===== src/rtl/hb_gate_pkg.sv =====
package hb_gate_pkg;
  parameter int unsigned DEF_CNT_W = 8;
  localparam int unsigned NUM_SIDES = 2;
  localparam int unsigned SIDE_HI   = 0;
  localparam int unsigned SIDE_LO   = 1;
endpackage


===== src/rtl/hb_dead_seq.sv =====
module hb_dead_seq #(
  parameter int unsigned CNT_W = 8
) (
  input  logic             clk_i,
  input  logic             rst_ni,
  input  logic             cmd_i,
  input  logic [CNT_W-1:0] dead_cyc_i,
  output logic             hi_req_o,
  output logic             lo_req_o
);
  logic             cmd_q;
  logic             busy_q;
  logic [CNT_W-1:0] cnt_q;

  always_ff @(posedge clk_i or negedge rst_ni) begin
    if (!rst_ni) begin
      cmd_q    <= 1'b0;
      busy_q   <= 1'b0;
      cnt_q    <= '0;
      hi_req_o <= 1'b0;
      lo_req_o <= 1'b0;
    end else if (cmd_i != cmd_q) begin
      // new edge, or restart mid-count: drop both, count from zero
      cmd_q    <= cmd_i;
      busy_q   <= 1'b1;
      cnt_q    <= '0;
      hi_req_o <= 1'b0;
      lo_req_o <= 1'b0;
    end else if (busy_q) begin
      if (cnt_q == dead_cyc_i) begin
        busy_q   <= 1'b0;
        hi_req_o <= cmd_q;
        lo_req_o <= !cmd_q;
      end else begin
        cnt_q <= cnt_q + CNT_W'(1);
      end
    end
  end


  // req_drop_chk
  req_drop_chk: assert property (@(posedge clk_i) disable iff (!rst_ni)
    (cmd_i != $past(cmd_i)) |=> (!hi_req_o && !lo_req_o));


  // req_gap_chk
  req_gap_chk: assert property (@(posedge clk_i) disable iff (!rst_ni)
    $rose(hi_req_o) |-> $past(!lo_req_o));
endmodule


===== src/rtl/hb_edge_delay.sv =====
module hb_edge_delay #(
  parameter int unsigned CNT_W = 8
) (
  input  logic             clk_i,
  input  logic             rst_ni,
  input  logic             req_i,
  input  logic [CNT_W-1:0] rise_dly_i,
  input  logic [CNT_W-1:0] fall_dly_i,
  output logic             out_o
);
  logic [CNT_W-1:0] cnt_q;
  logic [CNT_W-1:0] dly_sel;

  always_comb dly_sel = req_i ? rise_dly_i : fall_dly_i;

  always_ff @(posedge clk_i or negedge rst_ni) begin
    if (!rst_ni) begin
      out_o <= 1'b0;
      cnt_q <= '0;
    end else if (req_i == out_o) begin
      cnt_q <= '0;
    end else if (cnt_q == dly_sel) begin
      out_o <= req_i;
      cnt_q <= '0;
    end else begin
      cnt_q <= cnt_q + CNT_W'(1);
    end
  end


  // edge_follow_chk
  edge_follow_chk: assert property (@(posedge clk_i) disable iff (!rst_ni)
    (out_o != $past(out_o)) |-> (out_o == $past(req_i)));
endmodule


===== src/rtl/hb_interlock.sv =====
module hb_interlock (
  input  logic clk_i,
  input  logic rst_ni,
  input  logic hi_t_i,
  input  logic lo_t_i,
  output logic hi_gate_o,
  output logic lo_gate_o,
  output logic fault_o
);
  logic overlap;
  logic block;

  always_comb begin
    overlap   = hi_t_i & lo_t_i;
    block     = overlap | fault_o;
    hi_gate_o = hi_t_i & ~block;
    lo_gate_o = lo_t_i & ~block;
  end

  always_ff @(posedge clk_i or negedge rst_ni) begin
    if (!rst_ni) fault_o <= 1'b0;
    else         fault_o <= fault_o | overlap;
  end


  // no_overlap_chk
  no_overlap_chk: assert property (@(posedge clk_i) disable iff (!rst_ni)
    !(hi_gate_o && lo_gate_o));


  // fault_set_chk
  fault_set_chk: assert property (@(posedge clk_i) disable iff (!rst_ni)
    (hi_t_i && lo_t_i) |=> fault_o);


  // fault_sticky_chk
  fault_sticky_chk: assert property (@(posedge clk_i) disable iff (!rst_ni)
    fault_o |=> fault_o);


  // fault_mask_chk
  fault_mask_chk: assert property (@(posedge clk_i) disable iff (!rst_ni)
    fault_o |-> (!hi_gate_o && !lo_gate_o));
endmodule


===== src/rtl/hb_gate_timer.sv =====
module hb_gate_timer
  import hb_gate_pkg::*;
#(
  parameter int unsigned CNT_W = DEF_CNT_W
) (
  input  logic             clk_i,
  input  logic             rst_ni,
  input  logic             cmd_i,
  input  logic [CNT_W-1:0] dead_cyc_i,
  input  logic [CNT_W-1:0] hi_rise_dly_i,
  input  logic [CNT_W-1:0] hi_fall_dly_i,
  input  logic [CNT_W-1:0] lo_rise_dly_i,
  input  logic [CNT_W-1:0] lo_fall_dly_i,
  output logic             hi_gate_o,
  output logic             lo_gate_o,
  output logic             fault_o
);
  logic [NUM_SIDES-1:0]            req;
  logic [NUM_SIDES-1:0]            timed;
  logic [NUM_SIDES-1:0][CNT_W-1:0] rise_d;
  logic [NUM_SIDES-1:0][CNT_W-1:0] fall_d;

  always_comb begin
    rise_d[SIDE_HI] = hi_rise_dly_i;
    fall_d[SIDE_HI] = hi_fall_dly_i;
    rise_d[SIDE_LO] = lo_rise_dly_i;
    fall_d[SIDE_LO] = lo_fall_dly_i;
  end

  hb_dead_seq #(.CNT_W(CNT_W)) i_seq (
    .clk_i      (clk_i),
    .rst_ni     (rst_ni),
    .cmd_i      (cmd_i),
    .dead_cyc_i (dead_cyc_i),
    .hi_req_o   (req[SIDE_HI]),
    .lo_req_o   (req[SIDE_LO])
  );

  for (genvar s = 0; s < NUM_SIDES; s++) begin : g_side
    hb_edge_delay #(.CNT_W(CNT_W)) i_dly (
      .clk_i      (clk_i),
      .rst_ni     (rst_ni),
      .req_i      (req[s]),
      .rise_dly_i (rise_d[s]),
      .fall_dly_i (fall_d[s]),
      .out_o      (timed[s])
    );
  end

  hb_interlock i_lock (
    .clk_i     (clk_i),
    .rst_ni    (rst_ni),
    .hi_t_i    (timed[SIDE_HI]),
    .lo_t_i    (timed[SIDE_LO]),
    .hi_gate_o (hi_gate_o),
    .lo_gate_o (lo_gate_o),
    .fault_o   (fault_o)
  );


  // gate_on_req_chk
  gate_on_req_chk: assert property (@(posedge clk_i) disable iff (!rst_ni)
    $rose(hi_gate_o) |-> req[SIDE_HI]);


  // lo_on_req_chk
  lo_on_req_chk: assert property (@(posedge clk_i) disable iff (!rst_ni)
    $rose(lo_gate_o) |-> req[SIDE_LO]);
endmodule


===== config.mk =====
export PLATFORM = sky130hd
export DESIGN_NAME = hb_gate_timer
export DESIGN_NICKNAME = d
export VERILOG_FILES = /design/src/rtl/hb_gate_pkg.sv /design/src/rtl/hb_dead_seq.sv /design/src/rtl/hb_edge_delay.sv /design/src/rtl/hb_interlock.sv /design/src/rtl/hb_gate_timer.sv
export SDC_FILE = /design/constraint.sdc
export NUM_CORES = 1
export LEC_CHECK = 0
export ABC_AREA = 0
export CORE_MARGIN = 4
export CORE_UTILIZATION = 35
export CTS_BUF_LIST = sky130_fd_sc_hd__clkbuf_8 sky130_fd_sc_hd__clkbuf_16
export DETAILED_ROUTE_END_ITERATION = 7
export PLACE_DENSITY = 0.58
export SLEW_MARGIN = 5
export SYNTH_ARGS = -nofsm -noshare
export SYNTH_HDL_FRONTEND = slang
export SYNTH_HIERARCHICAL = 1
export SYNTH_SLANG_ARGS = --single-unit

===== constraint.sdc =====
create_clock -name clk_i -period 2.73 [get_ports clk_i]
set_clock_uncertainty 0.15 [all_clocks]
set_input_delay 0.546 -clock clk_i [delete_from_list [all_inputs] [get_ports clk_i]]
set_output_delay 0.546 -clock clk_i [all_outputs]
set_load 0.02 [all_outputs]

# --- Word-level counts from Yosys, hierarchy flattened ---
# Index checks and enable logic that the tools add are counted.
# W data, S select, Z words.
totals:
  ff_bits: 31
  inputBits: 43
  out_inout_bits: 3
  wordCells: 52
classes:
  addsub: 3
  n_eq_ne: 7
  muxes: 18
  bitwise: 7
  n_reduce_logical: 7
ops:
  columns: ["operator", "count"]
  rows:
  - ["$mux W8", 9]
  - ["$add A8 B1 Y8 const B", 3]
  - ["$eq A8 B8 Y1", 3]
  - ["$mux W1", 9]
  - ["$reduce_and A2 Y1", 4]
  - ["$reduce_bool A2 Y1", 2]
  - ["$and A1 B1 Y1", 3]
  - ["$not A1 Y1", 3]
  - ["$eq A1 B1 Y1", 2]
  - ["$ne A2 B1 Y1 const B", 1]
  - ["$logic_not A1 Y1", 1]
  - ["$ne A1 B1 Y1", 1]
  - ["$or A1 B1 Y1", 1]

# --- Longest topological paths before layout ---
# Gate-level depths: netlist (run 1).
depth:
  ltp_word: 4
  depth_mapped: 6
  depth_no_buf: 5

# --- Hierarchy ---
# The synthesis (run 1) kept the hierarchy.
modules_own_cells:
  columns: ["mod", "n_inst", "cells_per_inst", "area_each_um2", "seq_area_each_um2"]
  rows:
  - ["hb_edge_delay", 2, 54, 559.3, 225.2]
  - ["hb_dead_seq", 1, 74, 752.0, 300.3]
  - ["hb_interlock", 1, 4, 48.8, 25.0]

# --- Worst setup path before layout (run 1) ---
# Ideal clock, no wire load.
synth_path:
  path_kind: "input-to-reg"
  from: "input port dead_cyc_i[5]"
  to: "register i_seq.hi_req_o"
  setup_time_ns: 0.127
  arrival_ns: 1.798
  required_time_ns: 2.453
  slack_ns: 0.655
  stages: 4
  n_path_buf: 0
  path_cell_list: "xor2_1 -> nor4_2 -> a31o_1 -> mux2_1"
synth_between:
  elab_chain_cells: 3
synth_lines:
  columns: ["element", "line", "source"]
  rows:
  - ["from (decl)", "hb_gate_timer.sv:9", "input logic [CNT_W-1:0] dead_cyc_i,"]
  - ["$eq A8 B8 Y1", "hb_dead_seq.sv:30", "if (cnt_q == dead_cyc_i) begin"]
  - ["$reduce_bool A2 Y1 (no line)", null, null]
  - ["$reduce_and A2 Y1 (no line)", null, null]
  - ["to (signal assigned)", "hb_dead_seq.sv:32", "hi_req_o <= cmd_q;"]
  - ["to (decl)", "hb_dead_seq.sv:8", "output logic hi_req_o,"]
# Every way passes these cells.
# A chain may end at the register's enable or synchronous reset.

# --- Final worst setup path (run 1) ---
layout_path:
  from: "register g_side[0].i_dly.out_o"
  to: "output port lo_gate_o"
layout_between:
  elab_chain_cells: 4
layout_lines:
  columns: ["element", "line", "source"]
  rows:
  - ["from (decl)", "hb_edge_delay.sv:9", "output logic out_o"]
  - ["from (signal assigned)", "hb_edge_delay.sv:23", "out_o <= req_i;"]
  - ["$and A1 B1 Y1", "hb_interlock.sv:14", "overlap = hi_t_i & lo_t_i;"]
  - ["$or A1 B1 Y1", "hb_interlock.sv:15", "block = overlap | fault_o;"]
  - ["$not A1 Y1", "hb_interlock.sv:17", "lo_gate_o = lo_t_i & ~block;"]
  - ["$and A1 B1 Y1", "hb_interlock.sv:17", null]
  - ["to (decl)", "hb_gate_timer.sv:15", "output logic lo_gate_o,"]
# Every way passes these cells.

==> flow_summary.yaml, run 1 <==
final_layout:
  final_cell_count_no_fill: 310
  utilization_pct: 49.0
  antenna_cells: 0
  nets: 287
  fin_area_um2: 2550
  nFillCells: 506
  syn_to_final_growth_pct: 32.9
  layout-drive-gt1-share_pct: 8.33
global_routing:
  antenna_found_initial: 0
  grt_max_degree: 32
  grt_overflow: 0
  track_usage_pct: 12.5
  grt_pass1_wl_mm: 6.44
  grt_pass1_vias: 1402
sta:
  min_period_ns: 2.24
  fin_ws_ns: 0.492
  tns_ns: 0
  hold_viol_final: 0
  rsz0062_at_grt: "no"
  setup_viol: 0
  post-route-period-util_pct: 82.0
  tightestPinTransition_ns: 0.554
  fin_hold_ws_ns: 0.362
  relSlewSlack_pct: 63.0
  final-max-slew-violation-count: 0
  timing.fmax_mhz: 447
synth:
  ys_top_cells_by_area: "dfrtp_1, xor2_1, mux2i_1"
  synth_nets: 234
  ys_types: 28
  synth_most_common_cell: "xor2_1"
  synth_edf_count: 0
  avgSynthCellArea_um2: 10.3
  synth_commonest_cells: "xor2_1, dfrtp_1, nor2_1"
  netlist_area_um2: 1920
  ys_ff_latch: 31
  synthArstFlopShare_pct: 100
  yosys.area.top_type_share_pct: 40.4
  synth-main-ff-cell: "dfrtp_1"
  synth_top_area_cell: "dfrtp_1"
  synth-warning-count: 6
  syn_inst: 186
  ys_seq_area_share_pct: 40.4
drt:
  first_iter_violations: 37
  vias_per_cell: 4.57
  wirelength_mm: 3.87
  detail-route-antenna-nets: 0
  vias: 1417
  drc: 0
  routedWlPerCell_um: 12.5
  dr.pass1.iters: 4
placement:
  place_hpwl_mm: 3.06
  placed_cell_area_um2: 2460
  dp.cells: 302
  gp_congestion: 0.712
  post-place-ws_ns: 0.336
  port_buffers: 45
power_and_ir_drop:
  p_leak_nw: 1.17
  vdd.ir_drop.worst_mv: 0.403
  power_mw: 1.61
  pwr_density_cell_nw_per_um2: 632
floorplan:
  die_w_um: 82.1
  die_h_um: 82.1
  start_util_pct: 36.9
  io_pins: 46
  fp-row-count: 26
  dieArea_um2: 6730
  core_um2: 5200
worst_setup_path:
  cp-start-kind: "register"
  worstPathArrival_ns: 1.54
  path_cells: "nor3b_1 -> clkdlybuf4s50_1"
  end_kind: "output pin"
  cp_slowest_cell: "clkdlybuf4s50_1"
  cp.required_ns: 2.03
  crit_buf_inv: 1
  path_max_fanout: 5
  crit_family: "buffers and inverters"
  crit_type: "register to output pin"
  slowest_delay_ns: 0.63
clocking:
  h-tree-depth: 2
  cts_resized: 0
  postCtsSetupBuffers: 0
  clock_latency_ns: 0.28
  cts_root_buf: "clkbuf_8"
  cts_tree: "done"
  clkTransAtPathRegs_ns: 0.07
  cts-buffers-inserted: 5
  cts.path.max_buffers: 2
  numClockSinks: 31
  postCtsHoldBufs: 0
worst_hold_path:
  hp-class: "register to register"
flow_run:
  drv_cap: 0
outcome:
  outcome: "complete, no violations"
## worst reg2reg max path, delay by kind of cell (launching register included)
family / cells / cell delay [ns]
xor+xnor: 1 / 0.19
flops: 1 / 0.69
mux: 2 / 0.61
simple gates: 2 / 0.32
## layout by cell type, fill, tap and decap left out
| cell type | n |
|---|---|
| a21boi_2 | 1 |
| mux2_1 | 9 |
| a21oi_1 | 6 |
| and4_1 | 1 |
| xor2_1 | 32 |
| ha_1 | 5 |
| nand4_1 | 6 |
| nand2_1 | 5 |
| o21ai_1 | 1 |
| clkinv_2 | 1 |
| clkdlybuf4s50_1 | 45 |
| a31o_1 | 1 |
| or2_1 | 1 |
| nor2b_1 | 7 |
| a21o_2 | 1 |
| dfrtp_1 | 31 |
| mux2i_1 | 17 |
| nand2b_1 | 2 |
| nand3_1 | 8 |
| mux2_2 | 2 |
| xnor2_1 | 6 |
| and2_1 | 1 |
| nor4_2 | 2 |
| clkbuf_8 | 5 |
| inv_1 | 5 |
| clkinvlp_4 | 1 |
| and3_1 | 2 |
| nor3b_1 | 2 |
| o21ai_2 | 2 |
| nor2_1 | 27 |
| buf_4 | 5 |
## state kept, by name, indices dropped and copies added, names as in the netlist
register / cells
g_side.i_dly/cnt_q: 16
g_side.i_dly/out_o: 2
i_lock/fault_o: 1
i_seq/busy_q: 1
i_seq/cmd_q: 1
i_seq/cnt_q: 8
i_seq/hi_req_o: 1
i_seq/lo_req_o: 1
## path summary, 6_finish.rpt
check,start,to,slack (ns),depth (start not counted)
min reg2reg,i_lock/fault_o,i_lock/fault_o,0.36,1
max reg2reg,i_seq/hi_req_o,g_side[0].i_dly/out_o,0.65,5
max in group asynchronous,rst_ni,g_side[1].i_dly/cnt_q[2],1.64,2
min in group asynchronous,rst_ni,g_side[0].i_dly/cnt_q[2],0.51,2
min,i_lock/fault_o,i_lock/fault_o,0.36,1
max,g_side[0].i_dly/out_o,lo_gate_o,0.49,2
## metal layers
| metal | vias to the layer above | part of all wire [%] | track usage, % |
|---|---|---|---|
| li1 | 737 | - | - |
| met1 | 644 | 46 | 16.0 |
| met2 | 30 | 46 | 20.0 |
| met3 | 6 | 7.1 | 3.73 |
| met4 | 0 | 1.3 | 4.32 |
| met5 | - | 0 | 0 |
## cells by family after synthesis
family | count (synthesis) | share of synthesized area, %
flip-flops | 31 | 40.4
buffers and inverters | 8 | 2.35
adder cells (fa/ha/maj) | 5 | 3.26
AO/OA/AOI/OAI | 12 | 4.24
AND/OR/NAND/NOR | 64 | 17.1
multiplexers | 28 | 15.3
XOR/XNOR | 38 | 17.3
## where the power goes
part	switching (mW)	internal, mW	total, mW
clock network	0.170	0.174	0.344
registers	0.127	0.532	0.659
logic	0.286	0.322	0.609
## area by class of cell
class	instances	area, um2	share of cell area, %
multi-input combinational	147	1100	43.1
sequential	31	776	30.4
timing repair buffer	50	488	19.1
tap	70	87.6	3.43
clock buffer	5	68.8	2.70
clock inverter	3	16.3	0.638
inverter	4	15.0	0.589
Power figures use the tool's default switching activity.
==> run 2: changes to the inputs <==
Settings changed: PLACE_DENSITY 0.58 to 0.6.
Clock period 2.73 ns to 2 ns, I/O delays scaled along.
==> flow_summary.yaml, run 2 (synthesized netlist as in run 1, its figures left out) <==
placement:
  gp_congestion: 0.740
  dp.cells: 308
  post-place-ws_ns: -0.255
  placed_cell_area_um2: 2510
  port_buffers: 45
  place_hpwl_mm: 2.94
clocking:
  clkTransAtPathRegs_ns: 0.06
  numClockSinks: 31
  clock_latency_ns: 0.28
  postCtsHoldBufs: 0
  cts_root_buf: "clkbuf_8"
  cts-buffers-inserted: 5
  h-tree-depth: 2
  cts.path.max_buffers: 2
  cts_tree: "done"
global_routing:
  grt_pass1_vias: 1473
  grt_max_degree: 32
  grt_overflow: 0
  track_usage_pct: 12.5
  grt_pass1_wl_mm: 6.49
  antenna_found_initial: 0
floorplan:
  die_w_um: 82.1
  io_pins: 46
  fp-row-count: 26
  core_um2: 5200
  dieArea_um2: 6730
  start_util_pct: 36.9
  die_h_um: 82.1
worst_setup_path:
  r2r-start: "i_seq/cnt_q[2]"
  path_cells: "clkdlybuf4s50_1 -> xor2_1 -> nor4_2 -> buf_4 -> a21oi_1 -> mux2_1"
  cp.required_ns: 2.01
  crit_buf_inv: 2
  r2r_cells: 5
  path_max_fanout: 7
  cp_slowest_cell: "clkdlybuf4s50_1"
  regToRegSetupSlack_ns: 0.12
  cp-start-kind: "input pin"
  rr_endpoint: "i_seq/cnt_q[3]"
  crit_type: "input pin to register"
  worstPathArrival_ns: 1.94
  end_kind: "register"
  crit_family: "buffers and inverters"
  slowest_delay_ns: 0.41
power_and_ir_drop:
  power.net_switching_uw: 797
  combPwrFrac_pct: 41.0
  pwr_density_cell_nw_per_um2: 877
  p_int_mw: 1.50
  vdd.ir_drop.worst_mv: 0.327
  pwr-share-seq_pct: 37.7
  power_mw: 2.30
  netSwitchingFraction_pct: 34.7
  clkPwrFrac_pct: 21.3
  p_leak_nw: 1.22
sta:
  min_period_ns: 1.93
  hold_viol_final: 0
  relSlewSlack_pct: 73.4
  fin_ws_ns: 0.0690
  rsz0062_at_grt: "yes"
  final-max-slew-violation-count: 0
  fin_hold_ws_ns: 0.356
  tns_ns: 0
  tightestPinTransition_ns: 0.399
  post-route-period-util_pct: 96.6
  setup_viol: 0
  timing.fmax_mhz: 518
final_layout:
  largest_register_ff_count: 16
  final_cell_count_no_fill: 318
  multi_input_area_um2: 1100
  reg_top3: "g_side.i_dly/cnt_q (16), i_seq/cnt_q (8), g_side.i_dly/out_o (2)"
  layout-drive-gt1-share_pct: 12.5
  fin_area_um2: 2620
  utilization_pct: 50.3
  register_area_um2: 778
  nets: 296
  antenna_cells: 0
  nFillCells: 489
  mostFrequentLayoutCell: "clkdlybuf4s50_1"
  syn_to_final_growth_pct: 36.4
  final_cell_mix: "clkdlybuf4s50_1, xor2_1, dfrtp_1, nor2_1, mux2i_1"
  max_flop_register: "g_side.i_dly/cnt_q"
drt:
  vias_per_cell: 4.65
  dr.pass1.iters: 3
  routedWlPerCell_um: 12.0
  detail-route-antenna-nets: 0
  vias: 1478
  wirelength_mm: 3.82
  first_iter_violations: 23
  drc: 0
worst_hold_path:
  hp-class: "register to register"
  hold_path_depth: 1
  hold_end: "i_lock/fault_o"
  min_from: "i_lock/fault_o"
flow_run:
  drv_cap: 0
outcome:
  outcome: "complete, no violations"
==> run 2: cell types whose count changed in the layout (fill, tap and decap cells not counted) <==
cell             change
buf_4                +8
dfrtp_2              +2
dlygate4sd2_1        +2
inv_1                -1
clkbuf_8             +1
buf_2                +1
clkdlybuf4s50_1      -2
dfrtp_1              -2
clkinvlp_4           -1
==> run 2: what timing repair did <==
item                       CTS  global route
buffers inserted             0             3
pin swaps                    0             1
setup endpoints to repair    4            10
resized for setup            4             0
==> run 2: power groups by stage <==
stage / clock network, mW / registers (mW) / logic [mW]
2_1_floorplan: 0 / 0.829 / 0.646
3_3_place_gp: 0 / 0.902 / 0.897
3_5_place_dp: 0 / 0.906 / 0.907
4_1_cts: 0.510 / 0.899 / 0.901
5_1_grt: 0.531 / 0.891 / 1.06
6_report: 0.489 / 0.865 / 0.941
==> run 2: how the worst max path moves through the flow <==
stage / startpoint / endpoint / slack (ns) / cells past startpoint
after floorplan: i_seq/cnt_q[5] / i_seq/hi_req_o / 0.04 / 4
after global placement: dead_cyc_i[6] / i_seq/cnt_q[7] / -0.20 / 6
after detailed placement: dead_cyc_i[6] / i_seq/cnt_q[3] / -0.25 / 6
after CTS: dead_cyc_i[6] / i_seq/cnt_q[3] / 0.05 / 6
after global routing: dead_cyc_i[2] / i_seq/cnt_q[6] / -0.01 / 6
final: dead_cyc_i[2] / i_seq/cnt_q[3] / 0.07 / 6
==> run 2: final cells by class <==
cell class / count / share of cell area (%)
clock buffers: 6 / 3.15
clock inverters: 1 / 0.191
inverters: 4 / 0.574
multi-input cells: 147 / 42.0
flip-flops and latches: 31 / 29.7
well taps: 70 / 3.35
repair buffers: 59 / 21.0
==> run 2: layer usage <==
layer	GRT usage, %	vias to the layer above	wire length, um
li1	-	755	-
met1	16.1	692	1770
met2	20.1	27	1770
met3	4.06	4	250
met4	3.49	0	21
met5	0	-	0
